**config.mk**
```make
export PLATFORM = sky130hd
export DESIGN_NAME = addrwin_decoder
export DESIGN_NICKNAME = d
export VERILOG_FILES = /design/src/rtl/addrwin_pkg.sv /design/src/rtl/addrwin_regs.sv /design/src/rtl/addrwin_map.sv /design/src/rtl/addrwin_match.sv /design/src/rtl/addrwin_decoder.sv
export SDC_FILE = /design/constraint.sdc
export NUM_CORES = 1
export LEC_CHECK = 0
export BUFFER_PORTS_ARGS = -buffer_cell sky130_fd_sc_hd__buf_2
export CAP_MARGIN = 20
export CORE_MARGIN = 2
export CORE_UTILIZATION = 55
export DETAILED_ROUTE_END_ITERATION = 8
export PLACE_DENSITY = 0.74
export SYNTH_ARGS = -nofsm -noshare
export SYNTH_HDL_FRONTEND = slang
export SYNTH_SLANG_ARGS = --single-unit
```
**constraint.sdc**
```tcl
create_clock -name clk -period 8.7 [get_ports clk]
set_input_delay 0 -clock clk [delete_from_list [all_inputs] [get_ports clk]]
set_output_delay 0 -clock clk [all_outputs]
set_load 0.03 [all_outputs]
```
**src/rtl/addrwin_pkg.sv**
```systemverilog
package addrwin_pkg;
  // Window slots in the hit vector; lower index has priority.
  localparam int WIN_INT = 0;
  localparam int WIN_IO  = 1;
  localparam int WIN_M0  = 2;
  localparam int WIN_M1  = 3;
  localparam int NUM_WIN = 4;
  localparam int NUM_PCI = 3;

  // Configuration selects: PCI window w uses 2w (low), 2w+1 (high),
  // the internal window uses SEL_INT, remap fields follow at SEL_RMP0 + w.
  localparam int SEL_INT  = 6;
  localparam int SEL_RMP0 = 7;
endpackage

```
**src/rtl/addrwin_regs.sv**
```systemverilog
module addrwin_regs
  import addrwin_pkg::*;
#(
  parameter int SEL_W = 4,
  parameter int DW    = 32,
  parameter int LO_W  = 15,
  parameter int HI_W  = 7,
  parameter int RMP_W = 11,
  parameter logic [NUM_PCI*LO_W-1:0] LO_RST  = {15'h790, 15'h090, 15'h080},
  parameter logic [NUM_PCI*HI_W-1:0] HI_RST  = {7'h1F, 7'h1F, 7'h0F},
  parameter logic [LO_W-1:0]         INT_RST = 15'h0A0
) (
  input  logic                            clk,
  input  logic                            rst_n,
  input  logic                            cfg_we,
  input  logic [SEL_W-1:0]                cfg_sel,
  input  logic [DW-1:0]                   cfg_wdata,
  input  logic [SEL_W-1:0]                cfg_rsel,
  output logic [DW-1:0]                   cfg_rdata,
  output logic [NUM_PCI-1:0][LO_W-1:0]    lo_o,
  output logic [NUM_PCI-1:0][HI_W-1:0]    hi_o,
  output logic [LO_W-1:0]                 int_o,
  output logic                            reload_o
);
  localparam logic [SEL_W-1:0] S_INT  = SEL_W'(SEL_INT);
  localparam logic [SEL_W-1:0] S_LAST = SEL_W'(SEL_RMP0 + NUM_PCI - 1);

  logic [NUM_PCI-1:0][RMP_W-1:0] rmp_q;
  logic [LO_W-1:0]               int_q;
  logic                          reload_q;

  for (genvar w = 0; w < NUM_PCI; w++) begin : g_win
    localparam logic [SEL_W-1:0] S_LO = SEL_W'(2 * w);
    localparam logic [SEL_W-1:0] S_HI = SEL_W'(2 * w + 1);
    localparam logic [LO_W-1:0]  LR   = LO_RST[w*LO_W +: LO_W];
    localparam logic [HI_W-1:0]  HR   = HI_RST[w*HI_W +: HI_W];

    logic [LO_W-1:0] lo_q;
    logic [HI_W-1:0] hi_q;

    always_ff @(posedge clk) begin
      if (!rst_n) begin
        lo_q     <= LR;
        hi_q     <= HR;
        rmp_q[w] <= LR[RMP_W-1:0];
      end else if (cfg_we) begin
        if (cfg_sel == S_LO) begin
          lo_q     <= cfg_wdata[LO_W-1:0];
          rmp_q[w] <= cfg_wdata[RMP_W-1:0];
        end
        if (cfg_sel == S_HI) hi_q <= cfg_wdata[HI_W-1:0];
      end
    end

    assign lo_o[w] = lo_q;
    assign hi_o[w] = hi_q;

    assert_hi_mask_R2: assert property (@(posedge clk) disable iff (!rst_n)
      (cfg_we && cfg_sel == S_HI) |=> (hi_q == $past(cfg_wdata[HI_W-1:0])));
    assert_remap_copy_R1: assert property (@(posedge clk) disable iff (!rst_n)
      (cfg_we && cfg_sel == S_LO) |=> (rmp_q[w] == lo_q[RMP_W-1:0]));
  end

  always_ff @(posedge clk) begin
    if (!rst_n) begin
      int_q    <= INT_RST;
      reload_q <= 1'b0;
    end else begin
      if (cfg_we && cfg_sel == S_INT) int_q <= cfg_wdata[LO_W-1:0];
      reload_q <= cfg_we && (cfg_sel <= S_INT);
    end
  end

  always_comb begin
    cfg_rdata = '0;
    for (int w = 0; w < NUM_PCI; w++) begin
      if (cfg_rsel == SEL_W'(2 * w))        cfg_rdata = DW'(lo_o[w]);
      if (cfg_rsel == SEL_W'(2 * w + 1))    cfg_rdata = DW'(hi_o[w]);
      if (cfg_rsel == SEL_W'(SEL_RMP0 + w)) cfg_rdata = DW'(rmp_q[w]);
    end
    if (cfg_rsel == S_INT) cfg_rdata = DW'(int_q);
    if (cfg_rsel > S_LAST) cfg_rdata = '0;
  end

  assign int_o    = int_q;
  assign reload_o = reload_q;
endmodule

```
**src/rtl/addrwin_map.sv**
```systemverilog
module addrwin_map #(
  parameter int               AW         = 36,
  parameter int               LO_W       = 15,
  parameter int               HI_W       = 7,
  parameter int               GRAN_SH    = 21,
  parameter int               FIXED_SIZE = 0,
  parameter logic [LO_W-1:0]  LO_RST     = '0,
  parameter logic [HI_W-1:0]  HI_RST     = '0,
  parameter logic [AW-1:0]    RA_LO      = 36'h01E000000,
  parameter logic [AW-1:0]    RA_HI      = 36'h01F100000,
  parameter logic [AW-1:0]    RB_LO      = 36'h01FC00000,
  parameter logic [AW-1:0]    RB_HI      = 36'h01FD00000
) (
  input  logic            clk,
  input  logic            rst_n,
  input  logic            reload,
  input  logic [LO_W-1:0] lo,
  input  logic [HI_W-1:0] hi,
  output logic [AW-1:0]   beg_o,
  output logic [AW-1:0]   end_o,
  output logic            en_o
);
  // Returns {enable, begin, end} after moving edges out of reserved ranges.
  function automatic logic [2*AW:0] clip_win(input logic [AW-1:0] b_in,
                                             input logic [AW-1:0] len);
    logic [AW-1:0] b;
    logic [AW-1:0] e;
    b = b_in;
    e = b_in + len;
    if (e >= RA_LO && e < RA_HI) e = RA_LO;
    if (b >= RA_LO && b < RA_HI) b = RA_HI;
    if (e >= RB_LO && e < RB_HI) e = RB_LO;
    if (b >= RB_LO && b < RB_HI) b = RB_HI;
    if (e >= RA_HI && b < RA_LO) e = RA_LO;
    if (e >= RB_HI && b < RB_LO) e = RB_LO;
    return {(e > b), b, e};
  endfunction

  function automatic logic [AW-1:0] win_len(input logic [LO_W-1:0] l,
                                            input logic [HI_W-1:0] h);
    logic [AW-1:0] g;
    if (FIXED_SIZE != 0) return AW'(FIXED_SIZE);
    g = AW'(h) + AW'(1) - AW'(l[HI_W-1:0]);
    return g << GRAN_SH;
  endfunction

  localparam logic [2*AW:0] RST_MAP =
    clip_win(AW'(LO_RST) << GRAN_SH, win_len(LO_RST, HI_RST));

  logic            fits;
  logic [2*AW:0]   cand;
  logic [AW-1:0]   b_q, e_q;
  logic            en_q;

  assign fits = (FIXED_SIZE != 0) || (lo[HI_W-1:0] <= hi);
  assign cand = clip_win(AW'(lo) << GRAN_SH, win_len(lo, hi));

  always_ff @(posedge clk) begin
    if (!rst_n) begin
      {en_q, b_q, e_q} <= RST_MAP;
    end else if (reload && fits) begin
      {en_q, b_q, e_q} <= cand;
    end
  end

  assign beg_o = b_q;
  assign end_o = e_q;
  assign en_o  = en_q;

  if (FIXED_SIZE == 0) begin : g_keep
    assert_keep_map_R4: assert property (@(posedge clk) disable iff (!rst_n)
      (reload && !fits) |=> ($stable(b_q) && $stable(e_q) && $stable(en_q)));
  end

  assert_clear_of_reserved_R8: assert property (@(posedge clk) disable iff (!rst_n)
    en_q |-> !((b_q >= RA_LO && b_q < RA_HI) || (b_q >= RB_LO && b_q < RB_HI)));
endmodule

```
**src/rtl/addrwin_match.sv**
```systemverilog
module addrwin_match #(
  parameter int                 AW       = 36,
  parameter int                 NW       = 4,
  parameter logic [NW-1:0]      OFS_MASK = 4'b0011
) (
  input  logic [AW-1:0]          addr,
  input  logic [NW-1:0][AW-1:0]  beg,
  input  logic [NW-1:0][AW-1:0]  fin,
  input  logic [NW-1:0]          en,
  output logic [NW-1:0]          hit,
  output logic [AW-1:0]          tgt
);
  logic [NW-1:0] raw;

  for (genvar w = 0; w < NW; w++) begin : g_cmp
    assign raw[w] = en[w] && (addr >= beg[w]) && (addr < fin[w]);
  end

  // Lowest index wins.
  assign hit = raw & ~(raw - NW'(1));

  always_comb begin
    tgt = '0;
    for (int w = 0; w < NW; w++) begin
      if (hit[w]) tgt = OFS_MASK[w] ? (addr - beg[w]) : addr;
    end
  end
endmodule

```
**src/rtl/addrwin_decoder.sv**
```systemverilog
module addrwin_decoder
  import addrwin_pkg::*;
#(
  parameter int AW       = 36,
  parameter int DW       = 32,
  parameter int SEL_W    = 4,
  parameter int LO_W     = 15,
  parameter int HI_W     = 7,
  parameter int RMP_W    = 11,
  parameter int GRAN_SH  = 21,
  parameter int INT_SIZE = 4096,
  parameter logic [NUM_PCI*LO_W-1:0] PCI_LO_RST = {15'h790, 15'h090, 15'h080},
  parameter logic [NUM_PCI*HI_W-1:0] PCI_HI_RST = {7'h1F, 7'h1F, 7'h0F},
  parameter logic [LO_W-1:0]         INT_RST    = 15'h0A0
) (
  input  logic             clk,
  input  logic             rst_n,
  input  logic             cfg_we,
  input  logic [SEL_W-1:0] cfg_sel,
  input  logic [DW-1:0]    cfg_wdata,
  input  logic [SEL_W-1:0] cfg_rsel,
  output logic [DW-1:0]    cfg_rdata,
  input  logic             lk_valid,
  output logic             lk_ready,
  input  logic [AW-1:0]    lk_addr,
  output logic             res_valid,
  input  logic             res_ready,
  output logic [NUM_WIN-1:0] res_hit,
  output logic [AW-1:0]    res_addr
);
  logic [NUM_PCI-1:0][LO_W-1:0] lo_v;
  logic [NUM_PCI-1:0][HI_W-1:0] hi_v;
  logic [LO_W-1:0]              int_v;
  logic                         reload;

  logic [NUM_WIN-1:0][AW-1:0]   w_beg, w_end;
  logic [NUM_WIN-1:0]           w_en;
  logic [NUM_WIN-1:0]           m_hit;
  logic [AW-1:0]                m_tgt;

  addrwin_regs #(
    .SEL_W(SEL_W), .DW(DW), .LO_W(LO_W), .HI_W(HI_W), .RMP_W(RMP_W),
    .LO_RST(PCI_LO_RST), .HI_RST(PCI_HI_RST), .INT_RST(INT_RST)
  ) i_regs (
    .clk(clk), .rst_n(rst_n), .cfg_we(cfg_we), .cfg_sel(cfg_sel),
    .cfg_wdata(cfg_wdata), .cfg_rsel(cfg_rsel), .cfg_rdata(cfg_rdata),
    .lo_o(lo_v), .hi_o(hi_v), .int_o(int_v), .reload_o(reload)
  );

  for (genvar w = 0; w < NUM_PCI; w++) begin : g_pci
    addrwin_map #(
      .AW(AW), .LO_W(LO_W), .HI_W(HI_W), .GRAN_SH(GRAN_SH), .FIXED_SIZE(0),
      .LO_RST(PCI_LO_RST[w*LO_W +: LO_W]), .HI_RST(PCI_HI_RST[w*HI_W +: HI_W])
    ) i_map (
      .clk(clk), .rst_n(rst_n), .reload(reload), .lo(lo_v[w]), .hi(hi_v[w]),
      .beg_o(w_beg[WIN_IO + w]), .end_o(w_end[WIN_IO + w]), .en_o(w_en[WIN_IO + w])
    );
  end

  addrwin_map #(
    .AW(AW), .LO_W(LO_W), .HI_W(HI_W), .GRAN_SH(GRAN_SH), .FIXED_SIZE(INT_SIZE),
    .LO_RST(INT_RST), .HI_RST('0)
  ) i_int_map (
    .clk(clk), .rst_n(rst_n), .reload(reload), .lo(int_v), .hi('0),
    .beg_o(w_beg[WIN_INT]), .end_o(w_end[WIN_INT]), .en_o(w_en[WIN_INT])
  );

  addrwin_match #(
    .AW(AW), .NW(NUM_WIN),
    .OFS_MASK(NUM_WIN'((1 << WIN_INT) | (1 << WIN_IO)))
  ) i_match (
    .addr(lk_addr), .beg(w_beg), .fin(w_end), .en(w_en),
    .hit(m_hit), .tgt(m_tgt)
  );

  // Single result register with pass-through ready.
  logic take;
  assign lk_ready = !res_valid || res_ready;
  assign take     = lk_valid && lk_ready;

  always_ff @(posedge clk) begin
    if (!rst_n) begin
      res_valid <= 1'b0;
      res_hit   <= '0;
      res_addr  <= '0;
    end else if (take) begin
      res_valid <= 1'b1;
      res_hit   <= m_hit;
      res_addr  <= m_tgt;
    end else if (res_ready) begin
      res_valid <= 1'b0;
    end
  end

  assert_onehot_hit_R10: assert property (@(posedge clk) disable iff (!rst_n)
    res_valid |-> $onehot0(res_hit));
  assert_miss_zero_R9: assert property (@(posedge clk) disable iff (!rst_n)
    (res_valid && res_hit == '0) |-> (res_addr == '0));
  assert_stall_hold_R12: assert property (@(posedge clk) disable iff (!rst_n)
    (res_valid && !res_ready) |=> (res_valid && $stable(res_hit) && $stable(res_addr)));
  assert_stall_block_R12: assert property (@(posedge clk) disable iff (!rst_n)
    (res_valid && !res_ready) |-> !lk_ready);
endmodule

```
* After elaboration in Yosys (flattened, before gate mapping)
Cells that the tools add are included.
** Storage, ports and cells
- Register bits after elaboration :: 448
** Operators by class
- Add/sub/neg operators :: 13
- $lt $le $gt $ge :: 65
- Eq/ne operators :: 15
- Muxes and demuxes :: 41
- Bitwise operators :: 2
- Reductions and logical operators :: 49
** Operators by type and width (count)
- two-way mux 36 bit :: 28
- >= comparator 36 x 29 -> 1 bit, second input constant :: 24
- < comparator 36 x 29 -> 1 bit, second input constant :: 24
- two-way mux 15 bit :: 11
- >= comparator 36 bit :: 4
- > comparator 36 bit :: 4
- < comparator 36 bit :: 4
- adder 36 bit :: 3
- subtractor 36 bit :: 2
- subtractor 15 x 7 -> 15 bit :: 3
- logical AND 1 bit :: 38
- adder 36 x 13 -> 36 bit, second input constant :: 1
- == test 4 x 3 -> 1 bit, second input constant :: 7
- adder 7 x 1 -> 8 bit, second input constant :: 3
- less-or-equal comparator 7 bit :: 3
- == test 4 x 2 -> 1 bit, second input constant :: 4
- AND reduction 2 bit :: 6
- == test 4 x 1 -> 1 bit, second input constant :: 2
- == test 4 bit, second input constant :: 2
- logical NOT 4 bit :: 2
- AND 4 bit :: 1
- > comparator 4 bit, second input constant :: 1
- less-or-equal comparator 4 x 3 -> 1 bit, second input constant :: 1
- NOT 4 bit :: 1
- other kinds (5) :: 6

* Depth between registers and ports, before layout
Gate-level depths: netlist of the first run.
- Word-level depth :: 16
- Mapped depth :: 33
- Gate-level depth less buffers :: 30

* By module
A second synthesis of the first run with hierarchy kept.
** Second synthesis, totals
- Cell total of the unflattened synthesis :: 3791
- Area total of the unflattened synthesis :: 29208.0 um^2
** By module, submodules not included
- addrwin_match :: instances 1, cells each 1485, area each 10291.1 um^2, sequential area each 0.0 um^2
- addrwin_regs :: instances 1, cells each 551, area each 4518.1 um^2, sequential area each 1641.6 um^2
- addrwin_map at g_pci[2].i_map :: instances 1, cells each 442, area each 3590.9 um^2, sequential area each 640.6 um^2
- addrwin_map at g_pci[1].i_map :: instances 1, cells each 449, area each 3583.4 um^2, sequential area each 640.6 um^2
- addrwin_map at g_pci[0].i_map :: instances 1, cells each 439, area each 3530.9 um^2, sequential area each 640.6 um^2
- addrwin_map at i_int_map :: instances 1, cells each 245, area each 2006.9 um^2, sequential area each 660.6 um^2
- addrwin_decoder :: instances 1, cells each 180, area each 1686.6 um^2, sequential area each 820.8 um^2

* Worst setup path before layout of the first run
Ideal clock, no wire load.
- Kind :: register -> register
- Start point :: reg i_regs.g_win[0].hi_q[0]
- End point :: reg g_pci[0].i_map.en_q
- Setup time :: 137 ps
- Arrival :: 6332 ps
- Required time :: 8563 ps
- Path slack :: 2231 ps
- Cell stages (with the launch flop) :: 29
- Path through :: dfxtp_1 -> ha_1 -> fa_1 -> a21o_1 -> a21o_1 -> a311o_1 -> a211oi_1 -> ha_1 -> clkbuf_1 -> a21oi_1 -> o21ai_1 -> a21o_1 -> or3_1 -> a22oi_1 -> nor4bb_1 -> clkbuf_1 -> a41oi_1 -> clkbuf_1 -> nor2_1 -> ha_1 -> a21o_1 -> a21o_1 -> a21o_1 -> a21o_1 -> a21o_1 -> a21o_1 -> a221o_1 -> nand3_1 -> nand3_1
** On the way
- Word-level cells in the longest chain between the ends :: 16
- Elaborated cells on any way between the ends :: 20
** RTL lines
- start: declaration :: RTL line addrwin_regs.sv:39 : logic [HI_W-1:0] hi_q;
- start signal: assignment :: RTL line addrwin_regs.sv:51 : if (cfg_sel == S_HI) hi_q <= cfg_wdata[HI_W-1:0];
- adder 7 x 1 -> 8 bit * :: RTL line addrwin_map.sv:43 : g = AW'(h) + AW'(1) - AW'(l[HI_W-1:0]);
- subtractor 15 x 7 -> 15 bit * :: RTL line addrwin_map.sv:43
- adder 36 bit * :: RTL line addrwin_map.sv:29 : e = b_in + len;
- >= comparator 36 x 29 -> 1 bit or < comparator 36 x 29 -> 1 bit (tied branches) :: RTL line addrwin_map.sv:30 : if (e >= RA_LO && e < RA_HI) e = RA_LO;
- logical AND 1 bit :: RTL line addrwin_map.sv:30
- two-way mux 36 bit * :: RTL line addrwin_map.sv:30
- >= comparator 36 x 29 -> 1 bit or < comparator 36 x 29 -> 1 bit (tied branches) :: RTL line addrwin_map.sv:32 : if (e >= RB_LO && e < RB_HI) e = RB_LO;
- logical AND 1 bit :: RTL line addrwin_map.sv:32
- two-way mux 36 bit * :: RTL line addrwin_map.sv:32
- >= comparator 36 x 29 -> 1 bit :: RTL line addrwin_map.sv:34 : if (e >= RA_HI && b < RA_LO) e = RA_LO;
- logical AND 1 bit :: RTL line addrwin_map.sv:34
- two-way mux 36 bit * :: RTL line addrwin_map.sv:34
- >= comparator 36 x 29 -> 1 bit :: RTL line addrwin_map.sv:35 : if (e >= RB_HI && b < RB_LO) e = RB_LO;
- logical AND 1 bit :: RTL line addrwin_map.sv:35
- two-way mux 36 bit * :: RTL line addrwin_map.sv:35
- net g_pci[0].i_map.cand[29] :: RTL line addrwin_map.sv:51 : logic [2*AW:0] cand;
- > comparator 36 bit * :: RTL line addrwin_map.sv:36 : return {(e > b), b, e};
- end signal: assignment :: RTL line addrwin_map.sv:62 : {en_q, b_q, e_q} <= cand;
- end: declaration :: RTL line addrwin_map.sv:53 : logic en_q;
Mark *: on every way through the listed nets, which the timed path passes. The rest lies on a longest branch.
A chain may end at the register's enable or synchronous reset.

* Worst setup path in the final report of the first run
Ends and elaborated chain as after synthesis.

==> results of run 1 <==
[flip-flops by register name (all words and copies together), names as in the netlist]
name,cells
i_int_map.en_o,1
i_regs.int_o,15
i_regs.g_win.lo_q,45
g_pci.i_map.end_o,45
res_valid,1
i_regs.reload_o,1
i_int_map.end_o,16
res_addr,36
g_pci.i_map.beg_o,48
g_pci.i_map.en_o,3
i_int_map.beg_o,16
i_regs.g_win.hi_q,21
res_hit,4
[timing repair]
action                    CTS  global route
hold buffers               56             0
hold endpoints to repair  120             0
setup buffers               0             0
[layout by cell type (no fill, tap or decap), types with 18 or more instances in the layout]
| cell | netlist | final |
|---|---|---|
| ha_1 | 269 | 269 |
| and2_1 | 18 | 18 |
| inv_1 | 245 | 245 |
| nor2_1 | 153 | 152 |
| nand2b_1 | 65 | 65 |
| nand3_1 | 62 | 62 |
| mux2i_1 | 45 | 45 |
| o211ai_1 | 42 | 42 |
| a31oi_1 | 35 | 34 |
| nand4_1 | 36 | 36 |
| o21a_1 | 34 | 34 |
| a21oi_1 | 248 | 248 |
| clkbuf_16 | 0 | 29 |
| xor2_1 | 48 | 48 |
| nor3_1 | 44 | 43 |
| nor2b_1 | 27 | 27 |
| o21ai_0 | 131 | 131 |
| a22o_1 | 21 | 21 |
| dfxtp_1 | 252 | 252 |
| nand2_1 | 308 | 308 |
| buf_2 | 2 | 122 |
| dlygate4sd3_1 | 0 | 56 |
| a211oi_1 | 18 | 18 |
| xnor2_1 | 43 | 43 |
| nor4_1 | 25 | 25 |
| a21o_1 | 72 | 72 |
[layout make-up]
class                           instances  area (um2)  share of cell area
Inverter                              252         948              0.0419
Sequential cell                       252        5040               0.223
Clock buffer                           42         865              0.0382
Multi-Input combinational cell       2014       13800               0.611
Timing Repair Buffer                  195        1300              0.0575
Clock inverter                          7        56.3             0.00249
Tap cell                              468         586              0.0259
[critical path, delay by kind of cell (launching register included)]
kind                     cells  cell delay [ns]
AO/OA/AOI/OAI               17             3.76
adder cells (fa/ha/maj)      4             1.18
AND/OR/NAND/NOR              7             0.99
flip-flops                   1             0.48
buffers and inverters        2             0.47
XOR/XNOR                     1             0.17
[path summary, 6_finish.rpt]
check | startpoint | end | slack, ns
setup / recovery | i_regs.g_win[0].hi_q[0] | g_pci[0].i_map.en_o | 1.49
setup reg to reg | i_regs.g_win[0].hi_q[0] | g_pci[0].i_map.en_o | 1.49
hold reg to reg | res_addr[19] | res_addr[19] | 0.45
hold / removal | cfg_sel[3] | i_regs.int_o[3] | 0.02
[layer usage]
layer	up-vias	GRT usage
li1	9558	-
met1	9327	0.436
met2	928	0.531
met3	154	0.0581
met4	0	0.131
met5	-	0
[cells by family (layout without fill, tap and decap cells)]
group,Yosys count,count (layout)
and+or+nand+nor,817,817
AOI/OAI and AO/OA,762,762
buffers and inverters,383,496
adders and majority gates,277,277
DFF,252,252
xor gates and xnor gates,93,93
muxes,48,48
other,1,17
[per-stage QoR]
stage / utilization / instances
6_report: 0.620 / 3230
5_1_grt: 0.620 / 3230
2_1_floorplan: - / 2649
4_1_cts: 0.619 / 3226
3_3_place_gp: 0.578 / 3121
3_5_place_dp: 0.578 / 3121
[power groups by stage]
stage	clock network (mW)	registers [mW]	logic [mW]
5_1_grt	1.25	1.22	1.15
6_report	1.20	1.22	1.05
4_1_cts	1.20	1.21	1.03
3_3_place_gp	0	1.24	0.971
2_1_floorplan	0	1.26	0.725
3_5_place_dp	0	1.24	0.998
==> results.ini, run 1 <==
[status]
outcome=completed

[logic_synthesis]
syn_area_um2=20300
syn_inst=2633
syn_avg_cell_area_um2=7.71
synthMuxAreaShare=0.0238
synthSimpleGateAreaFrac=0.194
synth_top_area_cell=dfxtp_1
synth_xor_area_frac=0.0408
synth-edff-count=0
synth-compound-area-share=0.244
synthTopCellsByCount=308 x nand2_1, 269 x ha_1, 252 x dfxtp_1, 248 x a21oi_1, 245 x inv_1
synth_top_area_frac=0.248
synth_top_family_by_area=compound AO/OA/AOI/OAI gates
synth.most_common_cell=nand2_1
synth_top_flop_cell=dfxtp_1
yosys.area_share.adder=0.174
yosysUniqueCellTypes=93
yosysWarningCount=0
ys_seq_elements=252
async_reset_ff_frac=0
synth.area.top_cells=dfxtp_1 25%, ha_1 17%, a21oi_1 6.1%
synth_seq_area_share=0.248

[pwr]
p_seq_frac=0.351
leakage_nw=9.58
power_mw=3.46
intPower_mw=2.27
sw_frac_of_total=0.343
combPwrFrac=0.303
p_per_area_nw_per_um2=153
p_sw_mw=1.19
clock_power_share=0.346
peakVddDrop_mv=0.178

[route]
drc=0
routed_wl_um=64500
route.met3.wl_um=6030
detail-route-antenna-nets=0
top_layer=met4
avgRoutedWirePerCell_um=20.0
via_per_inst=6.18
wl_met1_um=27400
num_vias=20000
drt_iter0_markers=1736
dr_wl_met2_um=28200
dr.pass1.iters=6

[finish]
area_growth_pct=11.5
drive_above_1_share=0.0825
stdcell_area_um2=22600
n_fill_cell=3244
antennaDiodeCount=0
finalNetCount=3102

[cts]
cts_sinks=252
ctsResizeCount=0
clk_pin_slew_worst_paths_ns=0.06
cts_tree=yes
cts.path.max_buffers=3
clock_latency_ns=0.59
root_buffer=clkbuf_16
numCtsBuffers=29
cts_max_level=1

[sta]
clock.fmax_mhz=139
rsz0062_at_grt=no
setup_slack_ns=1.49
fin_crit_sh=0.828
min_period_ns=7.21
fin_tns_setup_ns=0
relSlewSlack=0.257
whs_ns=0.0211
fin_skew_ns=0.0236
setup_violations=0
finalHoldViolations=0
worstMarginPinSlew_ns=1.10
drv_slew=0

[die]
core_area_um2=36500
start_util=0.556
fp.dieH_um=196
die_x_um=196
ios=155
rows=70
die_area_um2=38500

[global_route]
antenna_found_initial=0
grt_pass1_vias=18900
grt_start_max_net_pins=69
grt_usage=0.329
grt_pass1_wl_um=101000
grt_overflow=0

[setup_path]
start_kind=flop
cpMostUsedCell=a21o_1
path_class=flop to flop
crit_required_ns=9.13
critical_path_arrival_ns=7.64
slowest_stage=a41oi_1
reg2reg_depth=31
cp-end-kind=flop
cp_max_fo=10
cpPeakStageDelay_ns=0.64

[place]
dpl.hpwl_um=47200
io_buffers=120
place_congestion=0.935
pre_cts_slack_ns=1.15
dpl_cell_area_um2=21100

[hold_path]
min_path_cells=6
hold_class=input port to flop

[flow_run]
cap_violations=0

Power figures use the tool's default switching activity.
==> run 2, diff against run 1 <==
- ABC_AREA: default -> 1
- PLACE_DENSITY: 0.74 -> 0.77
- clock period: 8.7 -> 6.2 ns (I/O delays scaled with it)
==> results.ini, run 2 <==
[die]
die_x_um=200  ; was 196 um
rows=71  ; was 70
die_area_um2=40100  ; was 38500 um2
ios=155  ; unchanged
fp.dieH_um=200  ; was 196 um
core_area_um2=37800  ; was 36500 um2
start_util=0.560  ; was 0.556

[route]
avgRoutedWirePerCell_um=18.2  ; was 20.0 um
num_vias=22600  ; was 20.0k
drt_iter0_markers=2171  ; was 1736
dr.pass1.iters=6  ; unchanged
via_per_inst=5.82  ; was 6.18
detail-route-antenna-nets=0  ; unchanged
drc=0  ; unchanged
routed_wl_um=70800  ; was 64500 um

[sta]
whs_ns=0.0262  ; was 0.0211 ns
relSlewSlack=0.295  ; was 0.257
worstMarginPinSlew_ns=1.06  ; was 1.10 ns
finalHoldViolations=0  ; unchanged
setup_slack_ns=0.497  ; was 1.49 ns
rsz0062_at_grt=yes  ; was no
setup_violations=0  ; unchanged
clock.fmax_mhz=175  ; was 139 MHz
fin_skew_ns=0.0186  ; was 0.0236 ns
fin_crit_sh=0.920  ; was 0.828
min_period_ns=5.70  ; was 7.21 ns
drv_slew=0  ; unchanged

[pwr]
p_sw_mw=2.20  ; was 1.19 mW
clock_power_share=0.321  ; was 0.346
peakVddDrop_mv=0.230  ; was 0.178 mV
p_per_area_nw_per_um2=239  ; was 153 nW/um2
leakage_nw=12.1  ; was 9.58 nW
sw_frac_of_total=0.383  ; was 0.343
intPower_mw=3.55  ; was 2.27 mW
combPwrFrac=0.375  ; was 0.303
p_seq_frac=0.304  ; was 0.351

[logic_synthesis]
synth-edff-count=0  ; unchanged
synthTopCellsByCount=616 x nand2_1, 552 x inv_1, 357 x a21oi_1, 269 x ha_1, 252 x dfxtp_1  ; was 308 x nand2_1, 269 x ha_1, 252 x dfxtp_1, 248 x a21oi_1, 245 x inv_1
synth_top_flop_cell=dfxtp_1  ; unchanged
synth_seq_area_share=0.238  ; was 0.248
syn_avg_cell_area_um2=6.61  ; was 7.71 um2
synth_top_area_frac=0.238  ; was 0.248
ys_seq_elements=252  ; unchanged
yosysUniqueCellTypes=61  ; was 93
synth.area.top_cells=dfxtp_1 24%, ha_1 16%, nand2_1 11%  ; was dfxtp_1 25%, ha_1 17%, a21oi_1 6.1%
yosysWarningCount=0  ; unchanged
async_reset_ff_frac=0  ; unchanged
syn_area_um2=21200  ; was 20300 um2
synth_top_area_cell=dfxtp_1  ; unchanged
syn_inst=3210  ; was 2633
synth.most_common_cell=nand2_1  ; unchanged

[global_route]
grt.busiest_layer=met2  ; unchanged
grt_util_met3=0.0514  ; was 0.0581
grt_overflow=0  ; unchanged
grt_start_max_net_pins=70  ; was 69
grt_pass1_vias=21300  ; was 18.9k
gr-usage-met1=0.429  ; was 0.436
grtUsageMet2=0.558  ; was 0.531
grt_usage=0.338  ; was 0.329
grt_pass1_wl_um=110000  ; was 101000 um
antenna_found_initial=2  ; was 0

[setup_path]
cp_max_fo=11  ; was 10
reg2reg_depth=38  ; was 31
path_buf_inv=4  ; was 2
crit_required_ns=6.71  ; was 9.13 ns
r2r_end=g_pci[2].i_map.en_o  ; was g_pci[0].i_map.en_o
start_kind=flop  ; unchanged
path_class=flop to flop  ; unchanged
ff2ff_setup_slack_ns=0.50  ; was 1.49 ns
cp_top_family=simple AND/OR/NAND/NOR gates  ; was compound AO/OA/AOI/OAI gates
cp-end-kind=flop  ; unchanged
slowest_stage=ha_1  ; was a41oi_1
cp-startpoint=i_regs.g_win[2].hi_q[0]  ; was i_regs.g_win[0].hi_q[0]
cpMostUsedCell=nand2_1  ; was a21o_1
cpPeakStageDelay_ns=0.38  ; was 0.64 ns
critical_path_arrival_ns=6.22  ; was 7.64 ns
r2r_start=i_regs.g_win[2].hi_q[0]  ; was i_regs.g_win[0].hi_q[0]

[place]
io_buffers=120  ; unchanged
dp_cells=3752  ; was 3121
dpl.hpwl_um=52200  ; was 47200 um
pre_cts_slack_ns=0.252  ; was 1.15 ns
place_congestion=0.966  ; was 0.935

[finish]
final_cell_mix=610 x nand2_1, 552 x inv_1, 353 x a21oi_1  ; was 308 x nand2_1, 269 x ha_1, 252 x dfxtp_1
final_cells=3891  ; was 3230
drive_above_1_share=0.0838  ; was 0.0825
finalNetCount=3715  ; was 3102
final_common_cell=nand2_1  ; unchanged
largest_reg_flops=48  ; unchanged
area_growth_pct=13.6  ; was 11.5%

[hold_path]
hold-path-endpoint=res_addr[25]  ; was i_regs.int_o[3]
hold_start=lk_addr[25]  ; was cfg_sel[3]
min_path_cells=5  ; was 6
hold_class=input port to flop  ; unchanged

[cts]
root_buffer=clkbuf_16  ; unchanged
cts.path.max_buffers=3  ; unchanged
clock_latency_ns=0.57  ; was 0.59 ns
clk_pin_slew_worst_paths_ns=0.07  ; was 0.06 ns
cts_tree=yes  ; unchanged
cts_sinks=252  ; unchanged
cts_max_level=1  ; unchanged
numCtsBuffers=28  ; was 29

[flow_run]
cap_violations=0  ; unchanged

[status]
outcome=completed  ; unchanged

==> run 2: cell count changes in the layout (fill, tap and decap cells not counted), moves of 66 or more <==
cell and delta:
a21o_1 -66, a21oi_1 +105, inv_1 +307, nand2_1 +302, nand3_1 +138, o21ai_0 +79
==> run 2: worst reg2reg max path: cells and delay by family (launching register included) <==
kind / cells / cell delay, ns
xor gates and xnor gates: 1 / 0.15
AOI/OAI and AO/OA: 7 / 1.16
adders and majority gates: 4 / 1.25
buffers and inverters: 4 / 0.25
and+or+nand+nor: 22 / 2.49
DFF: 1 / 0.35
==> run 2: cell families after synthesis <==
logic type                 Yosys count  synth area share
buffers and inverters              684             0.128
and+or+nand+nor                   1187             0.242
DFF                                252             0.238
AOI/OAI and AO/OA                  742             0.198
other                                1          0.000177
xor gates and xnor gates            67            0.0277
adders and majority gates          277             0.166
==> run 2: metrics by stage <==
| step | util | total power, mW | TNS (ns) | area, um2 |
|---|---|---|---|---|
| floorplan | - | 3.30 | 0 | 21300 |
| global placement | 0.582 | 3.68 | 0 | 22000 |
| detailed placement | 0.582 | 3.75 | 0 | 22000 |
| CTS | 0.630 | 5.62 | 0 | 23800 |
| global route | 0.636 | 6.07 | -0.102 | 24100 |
| finish | 0.636 | 5.75 | 0 | 24100 |
==> run 2: repair_timing <==
action,4_1_cts,5_1_grt
setup endpoints to repair,0,3
hold buffers,79,0
resized for setup,0,38
endpoints found under the hold margin,116,0
buffers inserted,0,3
==> run 2: metal layers <==
metal	vias to the layer above	wire, um	part of all wire
li1	10900	-	-
met1	10500	28800	0.41
met5	-	0	0
met2	1017	31800	0.45
met4	0	4070	0.057
met3	248	6170	0.087
==> run 2: worst max-delay path by stage <==
stage               slack [ns]                  end  depth (start not counted)
CTS                       0.24  g_pci[0].i_map.en_o                         34
detailed placement        0.25  g_pci[0].i_map.en_o                         34
finish                    0.50  g_pci[2].i_map.en_o                         38
floorplan                 1.12  g_pci[0].i_map.en_o                         35
global placement          0.40  g_pci[0].i_map.en_o                         34
global route             -0.05  g_pci[0].i_map.en_o                         37
==> run 2: power groups by stage <==
| stage | Sequential (mW) | Combinational (mW) | Clock [mW] |
|---|---|---|---|
| global route | 1.76 | 2.39 | 1.92 |
| detailed placement | 1.79 | 1.97 | 0 |
| global placement | 1.78 | 1.90 | 0 |
| finish | 1.75 | 2.16 | 1.85 |
| floorplan | 1.82 | 1.48 | 0 |
| CTS | 1.75 | 2.02 | 1.85 |
==> run 2: area by class of cell <==
| type | instances | area [um2] |
|---|---|---|
| Clock buffer | 41 | 840 |
| Sequential cell | 252 | 5050 |
| Tap cell | 511 | 639 |
| Clock inverter | 11 | 183 |
| Multi-Input combinational cell | 2292 | 13700 |
| Antenna cell | 1 | 2.50 |
| Fill cell | 3496 | 13800 |
| Timing Repair Buffer | 216 | 1570 |
| Inverter | 567 | 2130 |
